File: src/rtl/wiper_pkg.sv
package wiper_pkg;
  typedef struct packed {
    logic sel_n;
    logic inc;
    logic up;
  } ctl_t;

  localparam ctl_t CTL_IDLE = '{sel_n: 1'b1, inc: 1'b1, up: 1'b0};
endpackage

File: src/rtl/wiper_sync.sv
module wiper_sync #(
  parameter int             W       = 3,
  parameter int             STAGES  = 2,
  parameter logic [W-1:0]   RST_VAL = '0
) (
  input  logic         clk_i,
  input  logic         rst_ni,
  input  logic [W-1:0] d_i,
  output logic [W-1:0] q_o
);
  logic [STAGES-1:0][W-1:0] stg_q;

  always_ff @(posedge clk_i or negedge rst_ni) begin
    if (!rst_ni) begin
      for (int s = 0; s < STAGES; s++) stg_q[s] <= RST_VAL;
    end else begin
      stg_q[0] <= d_i;
      for (int s = 1; s < STAGES; s++) stg_q[s] <= stg_q[s-1];
    end
  end

  assign q_o = stg_q[STAGES-1];
endmodule

File: src/rtl/wiper_pos_cnt.sv
module wiper_pos_cnt #(
  parameter int TAPS  = 32,
  parameter int POS_W = $clog2(TAPS)
) (
  input  logic             clk_i,
  input  logic             rst_ni,
  input  logic             load_i,
  input  logic [POS_W-1:0] load_val_i,
  input  logic             step_i,
  input  logic             up_i,
  output logic [POS_W-1:0] pos_o
);
  localparam logic [POS_W-1:0] POS_MAX = POS_W'(TAPS - 1);

  logic [POS_W-1:0] pos_q;

  always_ff @(posedge clk_i or negedge rst_ni) begin
    if (!rst_ni) begin
      pos_q <= '0;
    end else if (load_i) begin
      pos_q <= load_val_i;
    end else if (step_i) begin
      if (up_i && pos_q != POS_MAX)      pos_q <= pos_q + 1'b1;
      else if (!up_i && pos_q != '0)     pos_q <= pos_q - 1'b1;
    end
  end

  assign pos_o = pos_q;

  AST_HOLD_NO_STEP: assert property (@(posedge clk_i) disable iff (!rst_ni)
    (!load_i && !step_i) |=> $stable(pos_q));
  AST_UP_BY_ONE: assert property (@(posedge clk_i) disable iff (!rst_ni)
    (step_i && up_i && !load_i && pos_q != POS_MAX) |=> (pos_q == POS_W'($past(pos_q) + 1'b1)));
  AST_TOP_NO_WRAP: assert property (@(posedge clk_i) disable iff (!rst_ni)
    (pos_q == POS_MAX && !load_i) |=> (pos_q != '0));
  AST_BOT_NO_WRAP: assert property (@(posedge clk_i) disable iff (!rst_ni)
    (pos_q == '0 && !load_i) |=> (pos_q != POS_MAX));
endmodule

File: src/rtl/wiper_tap_dec.sv
module wiper_tap_dec #(
  parameter int TAPS  = 32,
  parameter int POS_W = $clog2(TAPS)
) (
  input  logic [POS_W-1:0] pos_i,
  output logic [TAPS-1:0]  tap_o
);
  for (genvar t = 0; t < TAPS; t++) begin : g_tap
    assign tap_o[t] = (pos_i == POS_W'(t));
  end
endmodule

File: src/rtl/wiper_nv_store.sv
module wiper_nv_store #(
  parameter int POS_W        = 5,
  parameter int STORE_CYCLES = 2_000_000,
  parameter int NV_INIT      = 0,
  parameter int CNT_W        = $clog2(STORE_CYCLES + 1)
) (
  input  logic             clk_i,
  input  logic             rst_ni,
  input  logic             start_i,
  input  logic [POS_W-1:0] pos_i,
  output logic             busy_o,
  output logic [POS_W-1:0] nv_o
);
  // nonvolatile model: content set at power-on only, never cleared by rst_ni
  logic [POS_W-1:0] nv_q = POS_W'(NV_INIT);
  logic             busy_q;
  logic [CNT_W-1:0] cnt_q;
  logic             accept;

  assign accept = start_i && !busy_q;

  always_ff @(posedge clk_i) begin
    if (accept) nv_q <= pos_i;
  end

  always_ff @(posedge clk_i or negedge rst_ni) begin
    if (!rst_ni) begin
      busy_q <= 1'b0;
      cnt_q  <= '0;
    end else if (accept) begin
      busy_q <= 1'b1;
      cnt_q  <= CNT_W'(STORE_CYCLES - 1);
    end else if (busy_q) begin
      if (cnt_q == '0) busy_q <= 1'b0;
      else             cnt_q  <= cnt_q - 1'b1;
    end
  end

  assign busy_o = busy_q;
  assign nv_o   = nv_q;

  AST_NV_CAPTURE: assert property (@(posedge clk_i) disable iff (!rst_ni)
    $rose(busy_q) |-> (nv_q == $past(pos_i)));
  AST_NV_KEEP: assert property (@(posedge clk_i) disable iff (!rst_ni)
    !accept |=> $stable(nv_q));
endmodule

File: src/rtl/wiper_ctrl.sv
module wiper_ctrl
  import wiper_pkg::*;
#(
  parameter int TAPS         = 32,
  parameter int STORE_CYCLES = 2_000_000,
  parameter int INC_HIGH_MIN = 3,
  parameter int NV_INIT      = 0,
  parameter int POS_W        = $clog2(TAPS)
) (
  input  logic             clk_i,
  input  logic             rst_ni,
  input  logic             cs_ni,
  input  logic             inc_i,
  input  logic             up_i,
  output logic [POS_W-1:0] pos_o,
  output logic [TAPS-1:0]  tap_o,
  output logic             busy_o,
  output logic             standby_o
);
  localparam int HI_W = $clog2(INC_HIGH_MIN + 1);

  logic [2:0]       sync_q;
  ctl_t             cur;
  logic             sel_prev_q, inc_prev_q;
  logic [HI_W-1:0]  hi_cnt_q;
  logic             recall_q;
  logic             inc_fall, sel_rise, hi_ok, step, store_start;
  logic [POS_W-1:0] nv_val;

  wiper_sync #(.W(3), .STAGES(2), .RST_VAL(CTL_IDLE)) u_sync (
    .clk_i (clk_i),
    .rst_ni(rst_ni),
    .d_i   ({cs_ni, inc_i, up_i}),
    .q_o   (sync_q)
  );

  assign cur = ctl_t'(sync_q);

  always_ff @(posedge clk_i or negedge rst_ni) begin
    if (!rst_ni) begin
      sel_prev_q <= 1'b1;
      inc_prev_q <= 1'b1;
      hi_cnt_q   <= '0;
      recall_q   <= 1'b1;
    end else begin
      sel_prev_q <= cur.sel_n;
      inc_prev_q <= cur.inc;
      recall_q   <= 1'b0;
      if (!cur.inc)                             hi_cnt_q <= '0;
      else if (hi_cnt_q != HI_W'(INC_HIGH_MIN)) hi_cnt_q <= hi_cnt_q + 1'b1;
    end
  end

  assign inc_fall    = inc_prev_q && !cur.inc;
  assign sel_rise    = !sel_prev_q && cur.sel_n;
  assign hi_ok       = hi_cnt_q >= HI_W'(INC_HIGH_MIN);
  assign step        = inc_fall && hi_ok && !cur.sel_n && !busy_o && !recall_q;
  assign store_start = sel_rise && cur.inc && !busy_o && !recall_q;

  wiper_nv_store #(.POS_W(POS_W), .STORE_CYCLES(STORE_CYCLES), .NV_INIT(NV_INIT)) u_nv (
    .clk_i  (clk_i),
    .rst_ni (rst_ni),
    .start_i(store_start),
    .pos_i  (pos_o),
    .busy_o (busy_o),
    .nv_o   (nv_val)
  );

  wiper_pos_cnt #(.TAPS(TAPS), .POS_W(POS_W)) u_cnt (
    .clk_i     (clk_i),
    .rst_ni    (rst_ni),
    .load_i    (recall_q),
    .load_val_i(nv_val),
    .step_i    (step),
    .up_i      (cur.up),
    .pos_o     (pos_o)
  );

  wiper_tap_dec #(.TAPS(TAPS), .POS_W(POS_W)) u_dec (
    .pos_i(pos_o),
    .tap_o(tap_o)
  );

  assign standby_o = cur.sel_n && !busy_o;

  AST_DESEL_HOLD: assert property (@(posedge clk_i) disable iff (!rst_ni)
    (cur.sel_n && !recall_q) |=> $stable(pos_o));
  AST_NO_STORE_LOW: assert property (@(posedge clk_i) disable iff (!rst_ni)
    (sel_rise && !cur.inc) |=> !$rose(busy_o));
  AST_BUSY_HOLD: assert property (@(posedge clk_i) disable iff (!rst_ni)
    busy_o |=> $stable(pos_o));
  AST_SHORT_PULSE: assert property (@(posedge clk_i) disable iff (!rst_ni)
    (inc_fall && !hi_ok && !recall_q) |=> $stable(pos_o));
  AST_TAP_ONEHOT: assert property (@(posedge clk_i) disable iff (!rst_ni)
    $countones(tap_o) == 1);
  AST_TAP_MATCH: assert property (@(posedge clk_i) disable iff (!rst_ni)
    tap_o[pos_o]);
  AST_STBY_IDLE: assert property (@(posedge clk_i) disable iff (!rst_ni)
    standby_o |-> !busy_o);
endmodule

File: config.mk
export PLATFORM = sky130hd
export DESIGN_NAME = wiper_ctrl
export DESIGN_NICKNAME = d
export VERILOG_FILES = /design/src/rtl/wiper_pkg.sv /design/src/rtl/wiper_sync.sv /design/src/rtl/wiper_pos_cnt.sv /design/src/rtl/wiper_tap_dec.sv /design/src/rtl/wiper_nv_store.sv /design/src/rtl/wiper_ctrl.sv
export SDC_FILE = /design/constraint.sdc
export NUM_CORES = 1
export LEC_CHECK = 0
export ABC_AREA = 1
export BUFFER_PORTS_ARGS = -buffer_cell sky130_fd_sc_hd__buf_4
export CORE_UTILIZATION = 57
export DETAILED_ROUTE_END_ITERATION = 8
export GPL_TIMING_DRIVEN = 0
export PLACE_DENSITY_LB_ADDON = 0.1
export SETUP_SLACK_MARGIN = 0.5
export SLEW_MARGIN = 10
export SYNTH_ARGS = -nofsm -noshare
export SYNTH_HDL_FRONTEND = slang
export SYNTH_SLANG_ARGS = --single-unit
File: constraint.sdc
create_clock -name clk_i -period 4.7 [get_ports clk_i]
set_input_delay 0.705 -clock clk_i [delete_from_list [all_inputs] [get_ports clk_i]]
set_output_delay 0.705 -clock clk_i [all_outputs]
set_load 0.02 [all_outputs]
==> metrics.txt <==
cell area after layout=3276 µm²; Net Sw Frac=between 40 and 50%; Final nets=458; Layout area overhead=18.25%; nature of the critical path startpoint=register; Int Pwr=just over 0.9 mW; Synth cell types=29; Net Sw Power=between 0.7 and 0.8 mW; Cell Rows=24; Overflow after GRT=0; dpl hpwl=just under 5000 µm; Max Fclk=about 400 MHz; maximum VDD drop=between 0.0004 and 0.0005 V; Fin Setup TNS=0 ns; Placed Cells=around 490; hold-fix buffer count after cts=0; LEAKAGE=between 1.5 and 2 nW; Clock power frac=17.7%; CTS Sinks=43; Ant. Diodes=0; antenna violations before repair=0; pre-CTS WS=around 2.5 ns; post-CTS setup buffers=0; CTS tree=yes; I/O Buffers=43; Yosys top cell area share=between 20 and 30%; Crit Path Max Fanout=10; RSZ-0062 raised after global routing=false; routed length per instance=between 10 and 15 µm; I/O pin total=44; critical path cell sequence=buf_2 > clkinv_1 > buf_1 > ha_1 > buf_4; core area=4504 µm²; first-pass iteration count of the detailed router=5; placer congestion estimate=slightly below 0.9; status=finished clean; Worst EP required=between 3 and 4 ns; Slew Limit Fails=0; combinational share of power=~48%; CTS resizes=0; Initial DRC Count=around 160; top-count cell post-synth=nand2_1; clk_skew=0.005805 ns; Seq/Total Area, Yosys=40.06%; clk buf depth=2; Tmin final=~2.5 ns; Buf/Inv on CP=4; chip height=about 72 µm; total track usage=around 28%; Clock Pin Slew Worst Setup and Hold Paths=approximately 0.080 ns; maxcap violations=0; clock root buffer=clkbuf_8; endpoints failing hold=0; Syn. warnings=0; Crit. End Element=output port; number of synthesized flops with an enable pin=5; largest net degree at the start of global routing=39; WL final=6610 µm; Fin Hold WS=0.3550 ns; Commonest cells post-synth=nand2_1, nor2_1, nand3_1; Synth area leaders=dfrtp_1, nand2_1, nand3_1; Synthesized Nets=just over 400; area leader, netlist=dfrtp_1; Num CTS Buffers=5; vias in the first global route=approximately 2,600; global-route wire length before repair=between 10,000 and 15,000 µm; Worst EP arrival=between 1.5 and 2 ns; vias per inst=between 5 and 6; slowest stage delay, CP=around 0.4 ns; syn avg cell area=7.031 µm²; Final ANT Viol Nets=0; Post-Syn Instances=just under 400; Worst Hold Class=register to register; die area=about 5100 µm²; H-tree Lvls=2; Final WS setup=around 2.2 ns; Clock Latency Late Sink=about 0.30 ns; synthesized area=2770 µm²; Vias=about 2,700; Yosys reg bits=43; Worst Setup Path Type=register to output port; Area after DPL=3158 µm²; fin crit share=between 50% and 60%; Power Density=between 500 and 600 nW/µm²; sequential power share=34.2%; Starting Density=between 60% and 70%; Die X=around 72 µm; Most used DFF post-synth=dfrtp_1; Final Non-Filler Cells=slightly below 500; Critical-path top delay cell=dfrtp_1; layout cells sized above 1=between 20% and 30%; cell family with most CP delay=buffers and inverters; Synth async-reset ratio=a little under 90%; Remaining DRCs=0; Final Setup Violations=0
[cell families after synthesis]
kind of cell | share of synthesized area, %
AND/OR/NAND/NOR | 43.09
XOR/XNOR | 1.265
buffers and inverters | 7.769
adder cells (fa/ha/maj) | 4.065
flip-flops | 40.06
other | 0.1354
AO/OA/AOI/OAI | 3.613
[flip-flops by register name (all words and copies together) (netlist names)]
name and count:
inc_prev_q 1, u_nv.nv_o 5, hi_cnt_q 2, u_sync.stg_q 3, recall_q 1, sel_prev_q 1, u_nv.busy_o 1, u_cnt.pos_o 5
u_nv.cnt_q 21, u_sync.q_o 3
[power by group through the flow]
stage                     Combinational, mW  Sequential (mW)  Clock [mW]
final                                 0.819            0.581       0.302
after global routing                  0.920            0.595       0.323
after global placement                0.778            0.584           0
after detailed placement              0.803            0.584           0
after CTS                             0.817            0.579       0.306
after floorplan                       0.613            0.573           0
[layer usage]
metal	share of wire, %	track usage [%]
met4	2.8	12.20
met3	5.8	5.063
met2	51	53.04
met1	40	31.75
met5	0	0
[layout make-up]
cell class	instances	area, µm²
Buffer	11	65.06
Multi-Input combinational cell	300	1445
Clock inverter	2	35.03
Timing Repair Buffer	43	322.8
Fill cell	371	1229
Sequential cell	43	1110
Clock buffer	6	82.58
Tap cell	52	65.06
Inverter	40	150.1
[cell usage in the layout, fill, tap and decap left out, types with 4 or more instances in the layout]
master and n:
o21ai_2 4, edfxtp_1 5, nor3_1 12, ha_1 9, clkbuf_8 6, nand2_1 110
buf_2 4, buf_1 4, xor2_1 4, nor2_1 63, or2_2 4, nand4_1 6
buf_4 44, nand3_1 57, dfstp_2 7, o21ai_0 9, nor2_2 7, dfrtp_1 31
inv_1 38
[through the flow]
stage          util (%)  power (mW)
3_5_place_dp      70.11       1.387
5_1_grt           72.72       1.839
3_3_place_gp      70.11       1.361
2_1_floorplan         -       1.186
4_1_cts           72.72       1.701
6_report          72.72       1.701
[worst reg2reg max path, cell delays in order, from the launching register on]
cell and delay, ns:
dfrtp_1 0.46, ha_1 0.29, inv_1 0.13, nor2_1 0.08
ha_1 0.20, nor2_1 0.21, inv_1 0.18, nand3_1 0.12
nand2_1 0.12, inv_1 0.15, nand3_1 0.08, nand2_1 0.06
[path summary, 6_finish.rpt]
| kind | slack (ns) | cells past startpoint | startpoint | end |
|---|---|---|---|---|
| max | 2.17 | 5 | u_cnt.pos_o[4]$_DFFE_PN0P_ | tap_o[15] |
| min | 0.35 | 0 | u_sync.stg_q[0]$_DFF_PN0_ | u_sync.q_o[0]$_DFF_PN0_ |
| max reg2reg | 2.55 | 11 | u_cnt.pos_o[0]$_DFFE_PN0P_ | u_cnt.pos_o[4]$_DFFE_PN0P_ |
| min reg2reg | 0.35 | 0 | u_sync.stg_q[0]$_DFF_PN0_ | u_sync.q_o[0]$_DFF_PN0_ |
| max in group asynchronous | 3.98 | 1 | rst_ni | recall_q$_DFF_PN1_ |
| min in group asynchronous | 0.36 | 1 | rst_ni | u_nv.cnt_q[1]$_DFFE_PN0P_ |
Power figures use the tool's default switching activity.
